**config.mk**
```make
export PLATFORM = sky130hd
export DESIGN_NAME = rate_trim
export DESIGN_NICKNAME = d
export VERILOG_FILES = /design/src/rtl/rate_trim_pkg.sv /design/src/rtl/rate_trim_decode.sv /design/src/rtl/rate_trim_prescaler.sv /design/src/rtl/rate_trim_window.sv /design/src/rtl/rate_trim_shadow.sv /design/src/rtl/rate_trim.sv
export SDC_FILE = /design/constraint.sdc
export NUM_CORES = 1
export LEC_CHECK = 0
export BUFFER_PORTS_ARGS = -buffer_cell sky130_fd_sc_hd__buf_2
export CORE_MARGIN = 1
export CORE_UTILIZATION = 45
export DETAILED_ROUTE_END_ITERATION = 8
export GPL_ROUTABILITY_DRIVEN = 0
export HOLD_SLACK_MARGIN = 0.06
export PLACE_DENSITY_LB_ADDON = 0.2
export SYNTH_ARGS = -nofsm -noshare
export SYNTH_HDL_FRONTEND = slang
export SYNTH_SLANG_ARGS = --single-unit
```
**constraint.sdc**
```tcl
create_clock -name clk_i -period 4.5 [get_ports clk_i]
set_input_delay 0.675 -clock clk_i [delete_from_list [all_inputs] [get_ports clk_i]]
set_output_delay 0.675 -clock clk_i [all_outputs]
set_load 0.01 [all_outputs]
```
**src/rtl/rate_trim_pkg.sv**
```systemverilog
package rate_trim_pkg;
  localparam int ADJ_W  = 6;
  localparam int STEP_W = ADJ_W + 1;
  localparam int PULS_W = STEP_W + 1;

  typedef struct packed {
    logic             sub;
    logic             long_win;
    logic [ADJ_W-1:0] adj;
  } trim_cfg_t;

  // code 0: none; add: F-1; subtract: ~F + 1 over ADJ_W bits
  function automatic logic [STEP_W-1:0] trim_steps(trim_cfg_t c);
    logic [STEP_W-1:0] f;
    f = {1'b0, c.adj};
    if (c.adj == '0) return '0;
    if (!c.sub) return f - STEP_W'(1);
    return {1'b0, ~c.adj} + STEP_W'(1);
  endfunction
endpackage

```
**src/rtl/rate_trim_decode.sv**
```systemverilog
module rate_trim_decode
  import rate_trim_pkg::*;
(
  input  trim_cfg_t          cfg_i,
  output logic [STEP_W-1:0]  steps_o,
  output logic [PULS_W-1:0]  pulses_o
);
  always_comb begin
    steps_o  = trim_steps(cfg_i);
    pulses_o = {steps_o, 1'b0};
  end

  always_comb begin
    if (cfg_i.adj == '0) begin
      AST_ZERO_NO_STEP: assert (pulses_o == '0);
    end
    if (cfg_i.sub && cfg_i.adj != '0) begin
      AST_SUB_NONZERO: assert (steps_o != '0);
    end
  end
endmodule

```
**src/rtl/rate_trim_prescaler.sv**
```systemverilog
module rate_trim_prescaler
  import rate_trim_pkg::*;
#(
  parameter int PRESCALE = 32768  // must exceed 2*64 + 1
) (
  input  logic              clk_i,
  input  logic              rst_ni,
  input  logic              trim_i,
  input  logic              sub_i,
  input  logic [PULS_W-1:0] pulses_i,
  output logic              sec_o
);
  localparam int CNT_W = $clog2(PRESCALE + (1 << PULS_W) + 1);

  logic [CNT_W-1:0] cnt_q, term;

  always_comb begin
    term = CNT_W'(PRESCALE);
    if (trim_i) term = sub_i ? term - CNT_W'(pulses_i) : term + CNT_W'(pulses_i);
    sec_o = (cnt_q == term - CNT_W'(1));
  end

  always_ff @(posedge clk_i or negedge rst_ni) begin
    if (!rst_ni)    cnt_q <= '0;
    else if (sec_o) cnt_q <= '0;
    else            cnt_q <= cnt_q + CNT_W'(1);
  end

  AST_SEC_ONE_CYCLE: assert property (@(posedge clk_i) disable iff (!rst_ni)
    sec_o |=> !sec_o);
  AST_CNT_BELOW_TERM: assert property (@(posedge clk_i) disable iff (!rst_ni)
    cnt_q < term);
endmodule

```
**src/rtl/rate_trim_window.sv**
```systemverilog
module rate_trim_window #(
  parameter int SHORT_WIN = 20,
  parameter int LONG_WIN  = 60
) (
  input  logic clk_i,
  input  logic rst_ni,
  input  logic sec_i,
  input  logic long_i,
  output logic last_o,
  output logic bound_o
);
  localparam int MAX_WIN = (LONG_WIN > SHORT_WIN) ? LONG_WIN : SHORT_WIN;
  localparam int IDX_W   = $clog2(MAX_WIN + 1);

  logic [IDX_W-1:0] idx_q, len;

  always_comb begin
    len     = long_i ? IDX_W'(LONG_WIN) : IDX_W'(SHORT_WIN);
    last_o  = (idx_q == len - IDX_W'(1));
    bound_o = sec_i & last_o;
  end

  always_ff @(posedge clk_i or negedge rst_ni) begin
    if (!rst_ni)      idx_q <= '0;
    else if (bound_o) idx_q <= '0;
    else if (sec_i)   idx_q <= idx_q + IDX_W'(1);
  end

  AST_IDX_IN_WINDOW: assert property (@(posedge clk_i) disable iff (!rst_ni)
    idx_q < len);
  AST_BOUND_RESTART: assert property (@(posedge clk_i) disable iff (!rst_ni)
    bound_o |=> idx_q == '0);
endmodule

```
**src/rtl/rate_trim_shadow.sv**
```systemverilog
module rate_trim_shadow
  import rate_trim_pkg::*;
(
  input  logic      clk_i,
  input  logic      rst_ni,
  input  logic      wr_en_i,
  input  trim_cfg_t wr_cfg_i,
  input  logic      bound_i,
  output trim_cfg_t cur_o,
  output logic      busy_o
);
  trim_cfg_t pend_q;

  always_ff @(posedge clk_i or negedge rst_ni) begin
    if (!rst_ni) begin
      pend_q <= '0;
      cur_o  <= '0;
      busy_o <= 1'b0;
    end else begin
      if (wr_en_i) pend_q <= wr_cfg_i;
      if (bound_i && busy_o) cur_o <= pend_q;
      if (wr_en_i)      busy_o <= 1'b1;
      else if (bound_i) busy_o <= 1'b0;
    end
  end

  AST_BUSY_SET: assert property (@(posedge clk_i) disable iff (!rst_ni)
    wr_en_i |=> busy_o);
  AST_BUSY_KEEP: assert property (@(posedge clk_i) disable iff (!rst_ni)
    busy_o && !bound_i |=> busy_o);
  AST_BUSY_DROP: assert property (@(posedge clk_i) disable iff (!rst_ni)
    bound_i && !wr_en_i |=> !busy_o);
  AST_CUR_HOLD: assert property (@(posedge clk_i) disable iff (!rst_ni)
    !bound_i |=> $stable(cur_o));
endmodule

```
**src/rtl/rate_trim.sv**
```systemverilog
module rate_trim
  import rate_trim_pkg::*;
#(
  parameter int PRESCALE  = 32768,
  parameter int SHORT_WIN = 20,
  parameter int LONG_WIN  = 60
) (
  input  logic             clk_i,
  input  logic             rst_ni,
  input  logic             wr_en_i,
  input  logic [ADJ_W-1:0] wr_adj_i,
  input  logic             wr_sub_i,
  input  logic             wr_long_i,
  output logic             sec_o,
  output logic             busy_o
);
  trim_cfg_t         wr_cfg, cur_cfg;
  logic [STEP_W-1:0] steps;
  logic [PULS_W-1:0] pulses;
  logic              win_last, win_bound;

  assign wr_cfg = '{sub: wr_sub_i, long_win: wr_long_i, adj: wr_adj_i};

  rate_trim_shadow u_shadow (
    .clk_i    (clk_i),
    .rst_ni   (rst_ni),
    .wr_en_i  (wr_en_i),
    .wr_cfg_i (wr_cfg),
    .bound_i  (win_bound),
    .cur_o    (cur_cfg),
    .busy_o   (busy_o)
  );

  rate_trim_decode u_decode (
    .cfg_i    (cur_cfg),
    .steps_o  (steps),
    .pulses_o (pulses)
  );

  rate_trim_window #(
    .SHORT_WIN (SHORT_WIN),
    .LONG_WIN  (LONG_WIN)
  ) u_window (
    .clk_i   (clk_i),
    .rst_ni  (rst_ni),
    .sec_i   (sec_o),
    .long_i  (cur_cfg.long_win),
    .last_o  (win_last),
    .bound_o (win_bound)
  );

  rate_trim_prescaler #(
    .PRESCALE (PRESCALE)
  ) u_prescaler (
    .clk_i    (clk_i),
    .rst_ni   (rst_ni),
    .trim_i   (win_last),
    .sub_i    (cur_cfg.sub),
    .pulses_i (pulses),
    .sec_o    (sec_o)
  );

  AST_STEP_MAX: assert property (@(posedge clk_i) disable iff (!rst_ni)
    steps <= STEP_W'(63));
endmodule

```
==> run_results.csv <==
group,metric,value,unit
global_route,grt.overflow.total,0,
power,pwr-share-clk,41.3,%
route,route.detailed.drc,0,
flow_run,drv_cap,0,
timing,setup_tns,-0.00552,ns
global_route,grt_pass1_wl,13900,um
layout,area_growth,20.7,%
route,wl,8150,um
place,dp_hpwl,5840,um
route,antenna_left,0,
layout,layoutNonFillerInstCount,498,
logic_synthesis,synth_edf_count,0,
floorplanning,dieArea,0.00739,sq mm
place,place_area,0.00349,sq mm
hold_path,hold_class,"in2async",
power,p_sw,0.142,mW
setup_path,path_max_fanout,5,
layout,stdcell_area,0.00383,sq mm
logic_synthesis,yosysSeqAreaShare,30.8,%
logic_synthesis,yosysTopAreaCell,"dfrtp_1",
outcome,violations,"setup timing",
floorplanning,num_rows,30,
layout,mostFrequentLayoutCell,"dfrtp_1",
timing,min_period,4.51,ns
timing,fin_crit_sh,100,%
power,ir_drop,0.136,mV
route,dr.pass1.iters,5,
route,vias,2998,
logic_synthesis,synth_top_area_share,30.8,%
timing,tightestPinTransition,0.900,ns
setup_path,cp-end-kind,"output port",
power,seq_power_share,55.6,%
power,p_comb_share,3.1,%
clock_tree,cts_tree,"done",
power,intPower,0.506,mW
global_route,grt_pass1_vias,2905,
timing,finalHoldViolCount,0,
logic_synthesis,synthArstFlopShare,100,%
route,vias_per_cell,6.02,
global_route,grt_antenna_before_repair,0,
layout,layout_common_cells,"dfrtp_1, buf_4, nor2_1",
clock_tree,clock-root-buffer,"clkbuf_8",
layout,drive_above_1_share,29.4,%
layout,finalNetCount,419,
logic_synthesis,avgSynthCellArea,8.71,sq um
outcome,status,"finished, violations left",
layout,fin_util,56.3,%
global_route,grt_usage,23.5,%
floorplanning,die_w,86.0,um
logic_synthesis,synth_area_leaders,"dfrtp_1, mux2_2, nor2_1",
logic_synthesis,synth_cells,364,
logic_synthesis,yosys_warnings,0,
timing,whs,0.495,ns
setup_path,start_kind,"register",
global_route,grt_max_degree,40,
floorplanning,die_y,86.0,um
clock_tree,clkSinkCount,39,
place,portBuffers,12,
timing,slew_violations,0,
logic_synthesis,ys_ff_latch,39,
power,p_leak,1.62,nW
route,drtIter0Drc,210,
timing,layout_setup_ws,-0.00552,ns
timing,finClkSkew,0.00789,ns
layout,antenna_cells,0,
timing,relSlewSlack,40.0,%
logic_synthesis,synth.distinct_cells,67,
logic_synthesis,netlist_area,0.00317,sq mm
setup_path,cp.arrival,3.83,ns
floorplanning,ioPinCount,13,
place,place_ws,-0.0252,ns
clock_tree,clockBufferDepth,2,
power,power-per-cell-area,169,mW/mm^2
power,p_total,0.648,mW
floorplanning,core_region_area,0.00679,sq mm
setup_path,cp_data_required_time,3.83,ns
clock_tree,cts_max_level,2,
setup_path,worstSetupPathType,"reg2out",
logic_synthesis,synth_nets,382,
timing,rsz0062_at_grt,"true",
timing,setup_viol,1,
clock_tree,cts.reportedPaths.clkPinSlew,0.08,ns
logic_synthesis,dominantRegCellSynth,"dfrtp_1",
timing,max_clock_freq,222,MHz
floorplanning,initial_core_util,46.7,%
clock_tree,insertion_delay,0.30,ns
place,placed_cells,479,
route,wl_per_cell,16.4,um
power,swShare,21.9,%
clock_tree,numCtsBuffers,5,
==> cell type report <==
| class | instances | area (sq um) |
|---|---|---|
| clock inverter | 1 | 7.51 |
| clock buffer | 7 | 96.3 |
| inverter | 10 | 37.5 |
| sequential | 39 | 976 |
| fill | 614 | 2970 |
| multi-input combinational | 296 | 2230 |
| tap | 96 | 120 |
| timing repair buffer | 49 | 357 |
==> cell families after synthesis <==
kind of cell               after synthesis  share of synthesized area, %
DFF                                     39                          30.8
AOI/OAI and AO/OA                       85                          20.6
xor gates and xnor gates                28                          7.73
muxes                                   21                          7.34
and+or+nand+nor                        155                          26.7
buffers and inverters                   29                          4.10
adders and majority gates                7                          2.76
==> critical path: stages (launching register included) <==
cell and delay, ns:
dfrtp_1 0.39, inv_2 0.11, ha_4 0.15, or3b_4 0.37, a221o_1 0.38, o31a_1 0.13, nand2_1 0.09, a21oi_2 0.04
ha_1 0.28, nand2_1 0.06, o41ai_2 0.06, nand2_1 0.14, xnor2_2 0.17, buf_4 0.15, a211oi_2 0.23, and4_4 0.27
and3_4 0.23, nand3_4 0.10, inv_2 0.08, buf_6 0.09
==> power by group through the flow <==
stage	combinational, mW	clock (mW)	sequential, mW
CTS	0.0212	0.276	0.361
floorplan	0.00876	0	0.367
finish	0.0200	0.268	0.361
detailed placement	0.0212	0	0.368
global placement	0.0203	0	0.368
global route	0.0229	0.294	0.362
==> state kept, by name, indices dropped and copies added, names as in the netlist <==
signal / flops
u_prescaler.cnt_q: 16
u_shadow.cur_o: 8
u_shadow.pend_q: 8
u_window.idx_q: 6
u_shadow.busy_o: 1
==> cell usage after synthesis (all sizes together), types with 2 or more instances <==
master,count
nor3,9
o31ai,4
nor4,6
and4,3
buf,12
ha,7
or3,4
nor2b,6
xor2,13
and3,14
nand2,26
o211ai,5
a2111oi,3
o32ai,2
clkbuf,7
or2,3
mux2,18
mux2i,3
nand3b,5
o2bb2ai,2
and2,3
nand2b,6
nand3,21
a21o,4
a221o,2
a22oi,2
a41oi,2
dfrtp,39
o41ai,4
o21ai,11
or4,2
a31oi,6
a211oi,4
nor2,35
xnor2,15
nand4,5
or4bb,2
o31a,4
a21oi,15
o211a,4
inv,10
==> final timing paths <==
check | startpoint | to | slack (ns) | cells after the start
worst max-delay path | u_shadow.cur_o[0] | sec_o | -0.006 | 19
worst min register to register | u_shadow.pend_q[7] | u_shadow.cur_o[7] | 0.51 | 1
min in group clk_i | u_shadow.pend_q[7] | u_shadow.cur_o[7] | 0.51 | 1
max in group asynchronous | rst_ni | u_prescaler.cnt_q[10] | 3.43 | 1
worst max register to register | u_shadow.cur_o[0] | u_shadow.cur_o[0] | 0.37 | 20
worst min-delay path | rst_ni | u_shadow.pend_q[2] | 0.50 | 1
==> layer usage <==
| layer | global-route usage (%) | routed length, um | part of all wire [%] |
|---|---|---|---|
| met3 | 4.43 | 414 | 5.1 |
| met4 | 7.73 | 127 | 1.6 |
| met1 | 32.4 | 3810 | 47 |
| met2 | 37.2 | 3800 | 47 |
| met5 | 0 | 0 | 0 |
==> timing repair <==
| action | CTS | global route |
|---|---|---|
| hold buffers | 0 | 0 |
| gates resized for setup | 14 | 15 |
| setup endpoints to repair | 1 | 2 |
| setup buffers | 7 | 4 |
| pin swaps | 9 | 8 |
Note: power is estimated with default switching activity, not from simulation.
